<file path="config.mk">
export PLATFORM = sky130hd
export DESIGN_NAME = gpio_atomic_out
export DESIGN_NICKNAME = d
export VERILOG_FILES = /design/src/rtl/gpio_reg_pkg.sv /design/src/rtl/gpio_addr_decode.sv /design/src/rtl/gpio_out_update.sv /design/src/rtl/gpio_atomic_out.sv
export SDC_FILE = /design/constraint.sdc
export NUM_CORES = 1
export LEC_CHECK = 0
export BUFFER_PORTS_ARGS = -buffer_cell sky130_fd_sc_hd__buf_2
export CORE_MARGIN = 8
export CORE_UTILIZATION = 36
export DETAILED_ROUTE_END_ITERATION = 8
export MAX_ROUTING_LAYER = met4
export PLACE_DENSITY = 0.82
export SLEW_MARGIN = 10
export SYNTH_ARGS = -nofsm -noshare
export SYNTH_HDL_FRONTEND = slang
export SYNTH_SLANG_ARGS = --single-unit
</file>
<file path="constraint.sdc">
create_clock -name clk -period 1.57 [get_ports clk]
set_input_delay 0.314 -clock clk [delete_from_list [all_inputs] [get_ports clk]]
set_output_delay 0.314 -clock clk [all_outputs]
set_load 0.05 [all_outputs]
</file>
<file path="src/rtl/gpio_reg_pkg.sv">
package gpio_reg_pkg;
  typedef enum logic [1:0] {
    K_NONE   = 2'd0,
    K_DATA   = 2'd1,
    K_SETRST = 2'd2,
    K_BITCLR = 2'd3
  } reg_kind_e;
endpackage

</file>
<file path="src/rtl/gpio_addr_decode.sv">
module gpio_addr_decode
  import gpio_reg_pkg::*;
#(
  parameter int ADDR_W     = 4,
  parameter int OFS_DATA   = 0,
  parameter int OFS_SETRST = 1,
  parameter int OFS_BITCLR = 2
) (
  input  logic [ADDR_W-1:0] addr,
  output reg_kind_e         kind
);
  always_comb begin
    if (addr == ADDR_W'(OFS_DATA))        kind = K_DATA;
    else if (addr == ADDR_W'(OFS_SETRST)) kind = K_SETRST;
    else if (addr == ADDR_W'(OFS_BITCLR)) kind = K_BITCLR;
    else                                  kind = K_NONE;
  end
endmodule

</file>
<file path="src/rtl/gpio_out_update.sv">
module gpio_out_update
  import gpio_reg_pkg::*;
#(
  parameter int PINS = 16,
  localparam int REG_W = 2 * PINS
) (
  input  logic              clk,
  input  logic              rst_n,
  input  logic              wr_en,
  input  reg_kind_e         kind,
  input  logic [REG_W-1:0]  wdata,
  output logic [PINS-1:0]   pins
);
  // Set has priority: clear only where the matching set bit is 0
  function automatic logic [PINS-1:0] apply_setrst(logic [PINS-1:0] cur,
                                                   logic [REG_W-1:0] w);
    logic [PINS-1:0] s, c;
    s = w[PINS-1:0];
    c = w[REG_W-1:PINS];
    return (cur & ~c) | s;
  endfunction

  function automatic logic [PINS-1:0] apply_bitclr(logic [PINS-1:0] cur,
                                                   logic [REG_W-1:0] w);
    return cur & ~w[PINS-1:0];
  endfunction

  logic [PINS-1:0] set_mask, clr_mask, nxt;
  logic            wr_sr, wr_bc, wr_dat;

  assign set_mask = wdata[PINS-1:0];
  assign clr_mask = wdata[REG_W-1:PINS];
  assign wr_sr    = wr_en && (kind == K_SETRST);
  assign wr_bc    = wr_en && (kind == K_BITCLR);
  assign wr_dat   = wr_en && (kind == K_DATA);

  always_comb begin
    nxt = pins;
    if (wr_dat)     nxt = wdata[PINS-1:0];
    else if (wr_sr) nxt = apply_setrst(pins, wdata);
    else if (wr_bc) nxt = apply_bitclr(pins, wdata);
  end

  always_ff @(posedge clk or negedge rst_n) begin
    if (!rst_n) pins <= '0;
    else        pins <= nxt;
  end

  p_set_r3: assert property (@(posedge clk) disable iff (!rst_n)
    wr_sr |=> ((pins & $past(set_mask)) == $past(set_mask)));
  p_clear_r4: assert property (@(posedge clk) disable iff (!rst_n)
    wr_sr |=> ((pins & $past(clr_mask) & ~$past(set_mask)) == '0));
  p_untouched_r6: assert property (@(posedge clk) disable iff (!rst_n)
    wr_sr |=> (((pins ^ $past(pins)) & ~$past(set_mask | clr_mask)) == '0));
  p_bitclr_r7: assert property (@(posedge clk) disable iff (!rst_n)
    wr_bc |=> (((pins & $past(set_mask)) == '0) &&
               (((pins ^ $past(pins)) & ~$past(set_mask)) == '0)));
  p_direct_r2: assert property (@(posedge clk) disable iff (!rst_n)
    wr_dat |=> (pins == $past(set_mask)));
endmodule

</file>
<file path="src/rtl/gpio_atomic_out.sv">
module gpio_atomic_out
  import gpio_reg_pkg::*;
#(
  parameter int PINS       = 16,
  parameter int ADDR_W     = 4,
  parameter int OFS_DATA   = 0,
  parameter int OFS_SETRST = 1,
  parameter int OFS_BITCLR = 2,
  localparam int REG_W     = 2 * PINS
) (
  input  logic              clk,
  input  logic              rst_n,
  input  logic              bus_sel,
  input  logic              bus_we,
  input  logic [ADDR_W-1:0] bus_addr,
  input  logic [REG_W-1:0]  bus_wdata,
  output logic [REG_W-1:0]  bus_rdata,
  output logic [PINS-1:0]   pin_out
);
  reg_kind_e kind;
  logic      wr_acc, rd_acc;

  assign wr_acc = bus_sel && bus_we;
  assign rd_acc = bus_sel && !bus_we;

  gpio_addr_decode #(
    .ADDR_W(ADDR_W), .OFS_DATA(OFS_DATA),
    .OFS_SETRST(OFS_SETRST), .OFS_BITCLR(OFS_BITCLR)
  ) u_dec (
    .addr(bus_addr),
    .kind(kind)
  );

  gpio_out_update #(.PINS(PINS)) u_upd (
    .clk(clk), .rst_n(rst_n), .wr_en(wr_acc), .kind(kind),
    .wdata(bus_wdata), .pins(pin_out)
  );

  // Write-only registers and holes read as zero
  always_comb begin
    bus_rdata = '0;
    if (rd_acc && kind == K_DATA) bus_rdata = REG_W'(pin_out);
  end

  p_hold_r9: assert property (@(posedge clk) disable iff (!rst_n)
    (!wr_acc || kind == K_NONE) |=> $stable(pin_out));
  p_readback_r8: assert property (@(posedge clk) disable iff (!rst_n)
    (rd_acc && bus_addr == ADDR_W'(OFS_DATA)) |-> (bus_rdata == REG_W'(pin_out)));
  p_readzero_r8: assert property (@(posedge clk) disable iff (!rst_n)
    (bus_addr != ADDR_W'(OFS_DATA)) |-> (bus_rdata == '0));
endmodule

</file>
==> metrics, run 1 <==
#FFs+latches synth=16; Pre-antenna DRT Iters=4; count leader, synth=buf_4; GRT overflow=0; Min Clock Period, post-route=1.777 ns; fin crit share=1.132; max reg flops=16; pre-CTS WS=-0.3223 ns; VDD IR-drop max=0.2362 mV; area of the multi-input gates=655.6 um^2; status=complete, but fails checks; Largest regs=u_upd.pins (16); fraction of layout cells with a size suffix above 1=0.5025; gr usage total=0.1357; Reg clk slew, reported paths=0.09 ns; clock share of power=0.249; top_reg_cell synth=dfrtp_1; RSZ-0062 raised after global routing=true; clock buffer depth=2; Cell variety after synth=16; Post-route DRC=0; Routed Antenna Nets=0; total die area=5445 um^2; Gate power share=0.334; critical setup path kind=in -> out; DP Wirelength=2855 um; number of flops mapped to enable cells by yosys=0; Synth top cells by count=buf_4 (18), and2_1 (17); via/cell ratio=4.839; ys async rst share=1.000; Avg Cell Area, Syn=9.468 um^2; vias in the first global route=1247; Mapped Cells=127; Final Slew Violations=0; Sequential Area=400.4 um^2; num rows=21; Setup Buffers After CTS=0; power density over the cells=588.7 nW/um^2; clock root cell=clkbuf_4; antenna violations before repair=0; final core utilization=0.5520; Ys Warns=0; clock tree sinks=16; Sw Pwr=384.6 uW; Area Growth Syn to Fin=50.78%; dpl cell area=1609 um^2; Setup Viol. Count Final=16; largest net degree at the start of global routing=19; sequential fraction of the synthesis area=0.3330; Final Hold Slack=0.2743 ns; P_int=682.8 uW; violated checks=negative setup slack; GPL Wtd Cong=0.7384; Worst setup EP type=output pin; Final Hold Viols=0; CP arrival=1.46 ns; num ports=88; Synth area leaders=dfrtp_1 (33%), a221o_1 (13%), a311oi_1 (12%), buf_4 (11%), and2_1 (8.8%); Vias=1205; CORE AREA=3284 um^2; sw frac=0.3603; CTS HTree Levels=1; sequential share of power=0.416; synthesized area=1202 um^2; PortBufs=71; non-filler cells, final=249; fin nets=244; wire length per cell=15.36 um; MaxCap Viol Count=0; Register-to-Register Setup Slack=0.65 ns; Initial Utilization=0.3661; post-route setup slack=-0.2074 ns; Tightest Hold Check Type=in -> reg; P_leak=0.0009111 uW; Initial DRC Count=89; Largest Register=u_upd.pins; first-pass GRT wire length=5595 um; die extent in y=73.79 um; Placed Cells=244; biggest area consumer among synthesized cells=dfrtp_1; Post-Route WL=3824 um; Non-Filler Cell Area, Final=1813 um^2; required time of the critical path=1.26 ns; fillers=312; CTS Buf Count=3; ANT cells=0; area fraction of the dominant cell type after synthesis=0.3330; CTS tree=yes; clk_skew=0 ns; Highest Clock Rate=0.5626 GHz; Critical Path Fanout Max=13; Skew-Pair Late Insertion Delay=0.28 ns; nature of the critical path startpoint=primary input; Die W=73.79 um
==> critical path: stages <==
cell and delay (ns):
buf_6 0.10, nor4b_4 0.28, nor3b_4 0.29, buf_12 0.16, and2_2 0.16, buf_6 0.16
==> cells by family after synthesis <==
logic type             Yosys count  share of synthesized area
buffers and inverters           40                     0.1956
other                            1                   0.003119
flip-flops                      16                     0.3330
AO/OA/AOI/OAI                   32                     0.2497
AND/OR/NAND/NOR                 38                     0.2185
==> repair_timing <==
action | 4_1_cts | 5_1_grt
endpoints found under the setup margin | 16 | 16
hold buffers | 1 | 0
endpoints found under the hold margin | 16 | 0
cloned | 0 | 0
resized for setup | 44 | 2
==> worst paths after layout <==
path	start	endpoint	cells after the start
worst max-delay path	bus_addr[1]	bus_rdata[3]	6
worst min-delay path	bus_wdata[1]	u_upd.pins[1]$_DFFE_PN0P_	2
worst max register to register	u_upd.pins[3]$_DFFE_PN0P_	u_upd.pins[3]$_DFFE_PN0P_	3
worst min register to register	u_upd.pins[5]$_DFFE_PN0P_	u_upd.pins[5]$_DFFE_PN0P_	1
max in group asynchronous	rst_n	u_upd.pins[11]$_DFFE_PN0P_	2
min in group asynchronous	rst_n	u_upd.pins[0]$_DFFE_PN0P_	2
==> per-stage QoR <==
step	TNS [ns]	power [uW]
6_report	-2.885	1067
2_1_floorplan	-2.470	718.5
4_1_cts	-2.969	1079
3_5_place_dp	-4.905	795.0
5_1_grt	-3.639	1126
3_3_place_gp	-4.254	788.1
==> routing by layer <==
metal | track usage | part of all wire
met1 | 0.1402 | 0.37
met2 | 0.2392 | 0.55
met3 | 0.02319 | 0.055
met4 | 0.07317 | 0.020
met5 | - | 0
==> cell usage in the layout (no fill, tap or decap), drive strengths merged, types with 4 or more instances in the layout <==
| cell type | count |
|---|---|
| buf | 80 |
| dfrtp | 16 |
| a311oi | 16 |
| and2 | 17 |
| clkbuf | 4 |
| conb | 16 |
| nand2b | 16 |
| inv | 16 |
| a221o | 16 |
==> area by class of cell <==
class                           count  area share
Sequential cell                    16      0.2208
Inverter                           16     0.03313
Timing Repair Buffer               81      0.3326
Multi-Input combinational cell     86      0.3616
Tap cell                           46     0.03175
Clock buffer                        4     0.02001
==> power by group through the flow <==
stage,clock network (uW),registers (uW),logic (uW)
finish,266,444,357
global route,301,447,379
CTS,278,445,356
detailed placement,0,453,342
global placement,0,452,336
floorplan,0,505,213
Power figures use the tool's default switching activity.
==> inputs of run 2 (changes only) <==
--- a/config.mk
+++ b/config.mk
@@ -10,7 +10,7 @@
 export CORE_UTILIZATION = 36
 export DETAILED_ROUTE_END_ITERATION = 8
 export MAX_ROUTING_LAYER = met4
-export PLACE_DENSITY = 0.82
+export PLACE_DENSITY = 0.75
 export SLEW_MARGIN = 10
 export SYNTH_ARGS = -nofsm -noshare
 export SYNTH_HDL_FRONTEND = slang
==> metrics, run 2 (synthesized netlist as in run 1, its figures left out) <==
Routed Antenna Nets=0 (unchanged); required time of the critical path=1.26 ns (about the same); total die area=5445 um^2 (unchanged); Largest Register=u_upd.pins (unchanged); fin nets=242 (was 244); vias in the first global route=1219 (was 1247); largest net degree at the start of global routing=19 (unchanged); fillers=328 (was 312); Post-route DRC=0 (unchanged); CTS HTree Levels=1 (unchanged); critical setup path kind=in -> out (unchanged); VDD IR-drop max=0.1818 mV (was 0.2362 mV); clock root cell=clkbuf_4 (unchanged); CTS tree=yes (unchanged); clk_skew=0 ns (unchanged); first-pass GRT wire length=5968 um (was 5595 um); Skew-Pair Late Insertion Delay=0.27 ns (was 0.28 ns); Reg clk slew, reported paths=0.09 ns (about the same); max reg flops=16 (unchanged); Setup Viol. Count Final=16 (unchanged); P_leak=0.0008956 uW (was 0.0009111 uW); Worst Setup SP=bus_addr[1] (unchanged); PortBufs=71 (unchanged); Final Hold Viols=0 (unchanged); reg2reg start=u_upd.pins[1]$_DFFE_PN0P_ (was u_upd.pins[3]$_DFFE_PN0P_); Tightest Hold Check Type=in -> reg (unchanged); Min Clock Period, post-route=1.736 ns (was 1.777 ns); status=complete, but fails checks (unchanged); Die W=73.79 um (unchanged); fin crit share=1.106 (was 1.132); Worst setup EP type=output pin (unchanged); post-route setup slack=-0.1658 ns (was -0.2074 ns); Post-Route WL=3829 um (was 3824 um); CTS Buf Count=3 (unchanged); MaxCap Viol Count=0 (unchanged); Final Slew Violations=0 (unchanged); violated checks=negative setup slack (unchanged); commonest non-fill, non-tap cell in the layout=buf_2 (unchanged); die extent in y=73.79 um (unchanged); Pre-antenna DRT Iters=4 (unchanged); ANT cells=0 (unchanged); CORE AREA=3284 um^2 (unchanged); Vias=1184 (was 1205); GPL Wtd Cong=0.8038 (was 0.7384); clock buffer depth=2 (unchanged); gr usage total=0.1443 (was 0.1357); Final Hold Slack=0.2803 ns (was 0.2743 ns); Initial DRC Count=98 (was 89); hold path depth=2 (unchanged); power density over the cells=564.0 nW/um^2 (was 588.7 nW/um^2); clock tree sinks=16 (unchanged); r2r endpoint=u_upd.pins[1]$_DFFE_PN0P_ (was u_upd.pins[3]$_DFFE_PN0P_); Critical Path End=bus_rdata[15] (was bus_rdata[3]); Highest Clock Rate=0.5761 GHz (was 0.5626 GHz); Register-to-Register Setup Slack=0.62 ns (was 0.65 ns); num rows=21 (unchanged); GRT overflow=0 (unchanged); wire length per cell=15.57 um (was 15.36 um); num ports=88 (unchanged); CP arrival=1.42 ns (was 1.46 ns); RSZ-0062 raised after global routing=true (unchanged); Sequential Area=400.4 um^2 (unchanged); Area Growth Syn to Fin=48.80% (was 50.78%); area of the multi-input gates=656.9 um^2 (was 655.6 um^2); Largest regs=u_upd.pins (16) (unchanged); nature of the critical path startpoint=primary input (unchanged); via/cell ratio=4.813 (was 4.839); Critical Path Fanout Max=16 (was 13); final core utilization=0.5448 (was 0.5520); DP Wirelength=2858 um (was 2855 um); Reg2Reg Depth=3 (unchanged); Initial Utilization=0.3661 (unchanged); antenna violations before repair=0 (unchanged); fraction of layout cells with a size suffix above 1=0.4950 (was 0.5025); Post-Route Setup TNS=-2.507 ns (was -2.885 ns)
run 2: what timing repair did:
item / CTS / global route
hold buffers: 1 / 0
resized for setup: 43 / 6
endpoints found under the hold margin: 16 / 0
buffers inserted: 0 / 0
setup endpoints to repair: 16 / 16
run 2: per-stage QoR:
stage | area, um^2 | worst slack (ns) | cells | power [uW]
after floorplan | 1291 | -0.1720 | 142 | 718.5
after global placement | 1594 | -0.2614 | 242 | 789.9
after detailed placement | 1594 | -0.2892 | 242 | 794.0
after CTS | 1770 | -0.1851 | 246 | 1016
after global routing | 1789 | -0.2353 | 246 | 1068
final | 1789 | -0.1658 | 246 | 1009
run 2: power breakdown:
part	internal, uW	switching (uW)
clock	88.7	118
sequential	427	17.0
combinational	114	244
total	630	379
run 2: area by class of cell:
type	count	share of cell area
sequential	16	0.2238
timing repair buffer	79	0.3308
clock buffer	3	0.01259
multi-input combinational	86	0.3671
inverter	16	0.03357
tap	46	0.03217
run 2: per-layer routing:
layer | share of wire | track usage
met1 | 0.41 | 0.1709
met2 | 0.51 | 0.2411
met3 | 0.063 | 0.02183
met4 | 0.0089 | 0.05100
met5 | 0 | -
run 2: critical path: stages:
cell	delay, ns
buf_8	0.10
nor4b_4	0.28
nor3b_4	0.26
buf_12	0.16
and2_2	0.16
buf_8	0.14
run 2: how the worst min path moves through the flow:
stage             startpoint                          to  slack [ns]
2_1_floorplan          rst_n   u_upd.pins[0]$_DFFE_PN0P_        0.02
3_3_place_gp           rst_n   u_upd.pins[4]$_DFFE_PN0P_        0.25
3_5_place_dp           rst_n   u_upd.pins[5]$_DFFE_PN0P_        0.25
4_1_cts        bus_wdata[13]  u_upd.pins[13]$_DFFE_PN0P_        0.27
5_1_grt         bus_wdata[2]   u_upd.pins[2]$_DFFE_PN0P_        0.27
6_report       bus_wdata[13]  u_upd.pins[13]$_DFFE_PN0P_        0.28
==> inputs of run 3 (changes only) <==
==> constraint.sdc (replaced) <==
create_clock -name clk -period 1.5 [get_ports clk]
set_input_delay 0.3 -clock clk [delete_from_list [all_inputs] [get_ports clk]]
set_output_delay 0.3 -clock clk [all_outputs]
set_load 0.05 [all_outputs]
==> metrics, run 3 (synthesized netlist as in run 1, its figures left out) <==
Buf+Inv Stages, Crit Path=3 (unchanged); Initial DRC Count=130 (was 98); die extent in y=73.79 um (unchanged); CORE AREA=3284 um^2 (unchanged); clock buffer depth=2 (unchanged); Vias=1229 (was 1184); wire length per cell=15.65 um (was 15.57 um); Area Growth Syn to Fin=49.74% (was 48.80%); total die area=5445 um^2 (unchanged); cells along the critical path=buf_6, nor4b_4, nor3b_4, buf_12, and2_2, buf_6 (was buf_8, nor4b_4, nor3b_4, buf_12, and2_2, buf_8); CTS Buf Count=3 (unchanged); fillers=305 (was 328); status=complete, but fails checks (unchanged); VDD IR-drop max=0.2153 mV (was 0.1818 mV); num rows=21 (unchanged); Critical Path Most Common Cell=buf_6 (was buf_8); Min Clock Period, post-route=1.695 ns; Tightest Hold Check Type=in -> reg (unchanged); Sw Pwr=406.4 uW (was 379.3 uW); vias in the first global route=1206 (was 1219); first-pass GRT wire length=5899 um (was 5968 um); sw frac=0.3809 (was 0.3758); pre-CTS WS=-0.3212 ns (was -0.2892 ns); num ports=88 (unchanged); via/cell ratio=4.956 (was 4.813); MaxCap Viol Count=0 (unchanged); Crit path largest cell delay=0.27 ns (was 0.28 ns); clock root cell=clkbuf_4 (unchanged); clock share of power=0.210 (was 0.205); Total Power=1067 uW (was 1009 uW); GPL Wtd Cong=0.7902 (was 0.8038); Pre-antenna DRT Iters=4 (unchanged); Post-route DRC=0 (unchanged); Highest Clock Rate=0.5898 GHz; Largest regs=u_upd.pins (16) (unchanged); GRT overflow=0 (unchanged); PortBufs=71 (unchanged); P_int=660.6 uW (was 629.9 uW); CTS tree=yes (unchanged); fin crit share=1.130; Setup Buffers After CTS=0 (unchanged); antenna violations before repair=0 (unchanged); largest net degree at the start of global routing=18 (was 19); required time of the critical path=1.20 ns (was 1.26 ns); gr usage total=0.1410 (was 0.1443); Critical Path Fanout Max=16 (unchanged); fraction of layout cells with a size suffix above 1=0.5000 (was 0.4950); Worst setup EP type=output pin (unchanged); Routed Antenna Nets=0 (unchanged); Gate power share=0.353 (was 0.355); Reg clk slew, reported paths=0.09 ns (about the same); clock tree sinks=16 (unchanged); Die W=73.79 um (unchanged); max reg flops=16 (unchanged); crit path max-delay cell type=nor4b_4 (unchanged); P_leak=0.0009045 uW (was 0.0008956 uW); nature of the critical path startpoint=primary input (unchanged); post-route setup slack=-0.1954 ns (was -0.1658 ns); ANT cells=0 (unchanged); Final Hold Viols=0 (unchanged); power density over the cells=592.6 nW/um^2 (was 564.0 nW/um^2); violated checks=negative setup slack (unchanged); Initial Utilization=0.3661 (unchanged); fin nets=244 (was 242); Skew-Pair Late Insertion Delay=0.28 ns (was 0.27 ns); sequential share of power=0.436 (was 0.440); critical setup path kind=in -> out (unchanged); Setup Viol. Count Final=16 (unchanged); critical path's top delay family=simple AND/OR/NAND/NOR gates (unchanged); Final Slew Violations=0 (unchanged); CTS HTree Levels=1 (unchanged); DP Wirelength=2869 um (was 2858 um); RSZ-0062 raised after global routing=true (unchanged); commonest non-fill, non-tap cell in the layout=buf_2 (unchanged); clk_skew=0 ns (unchanged); Post-Route WL=3882 um (was 3829 um); Largest Register=u_upd.pins (unchanged); CP arrival=1.40 ns (was 1.42 ns)
run 3: cell count changes in the layout (fill, tap and decap cells not counted):
cell,before,now
buf_8,13,12
buf_6,5,6
buf_4,6,8
run 3: repair_timing:
item / in CTS / in global routing
resized for setup: 45 / 3
hold endpoints to repair: 16 / 0
hold buffers: 1 / 0
endpoints found under the setup margin: 16 / 16
run 3: routing by layer:
layer,share of wire,routed length (um),up-vias,track usage
met5,0,0,-,-
li1,-,-,581,-
met3,0.071,276,2,0.02729
met2,0.52,2002,50,0.2333
met4,0.0082,32,0,0.04656
met1,0.40,1571,596,0.1664
run 3: area by class of cell:
class                      count  area (um^2)  share of cell area
sequential                    16        400.4              0.2224
clock buffer                   3        22.52             0.01251
tap                           46        57.56             0.03197
inverter                      16        60.06             0.03336
multi-input combinational     86        656.9              0.3648
timing repair buffer          81        603.1              0.3350
run 3: worst register-to-register path, delay by kind of cell, from the launching register on:
kind / cells / cell delay [ns]
buffers and inverters: 1 / 0.08
AO/OA/AOI/OAI: 2 / 0.32
flip-flops: 1 / 0.42
run 3: power groups by stage:
stage,Sequential [uW],Clock [uW],Combinational [uW]
after floorplan,529,0,223
after CTS,465,231,376
final,465,225,377
after global routing,468,251,402
after detailed placement,473,0,361
after global placement,472,0,357
run 3: final timing paths:
check / depth (start not counted) / startpoint / slack [ns] / end
worst min register to register: 1 / u_upd.pins[4]$_DFFE_PN0P_ / 0.57 / u_upd.pins[4]$_DFFE_PN0P_
worst max-delay path: 6 / bus_addr[1] / -0.20 / bus_rdata[3]
worst min-delay path: 2 / bus_wdata[0] / 0.26 / u_upd.pins[0]$_DFFE_PN0P_
min in group asynchronous: 2 / rst_n / 0.46 / u_upd.pins[4]$_DFFE_PN0P_
max in group asynchronous: 2 / rst_n / 0.77 / u_upd.pins[10]$_DFFE_PN0P_
worst max register to register: 3 / u_upd.pins[3]$_DFFE_PN0P_ / 0.58 / u_upd.pins[3]$_DFFE_PN0P_
run 3: through the flow:
step	hold WS [ns]	cell area, um^2	setup TNS, ns	std cells	util
after floorplan	0.004409	1291	-3.142	142	-
after global placement	0.2324	1609	-5.438	244	0.4899
after detailed placement	0.2339	1609	-5.840	244	0.4899
after CTS	0.2555	1792	-3.121	248	0.5455
after global routing	0.2573	1800	-3.701	248	0.5482
final	0.2620	1800	-2.894	248	0.5482
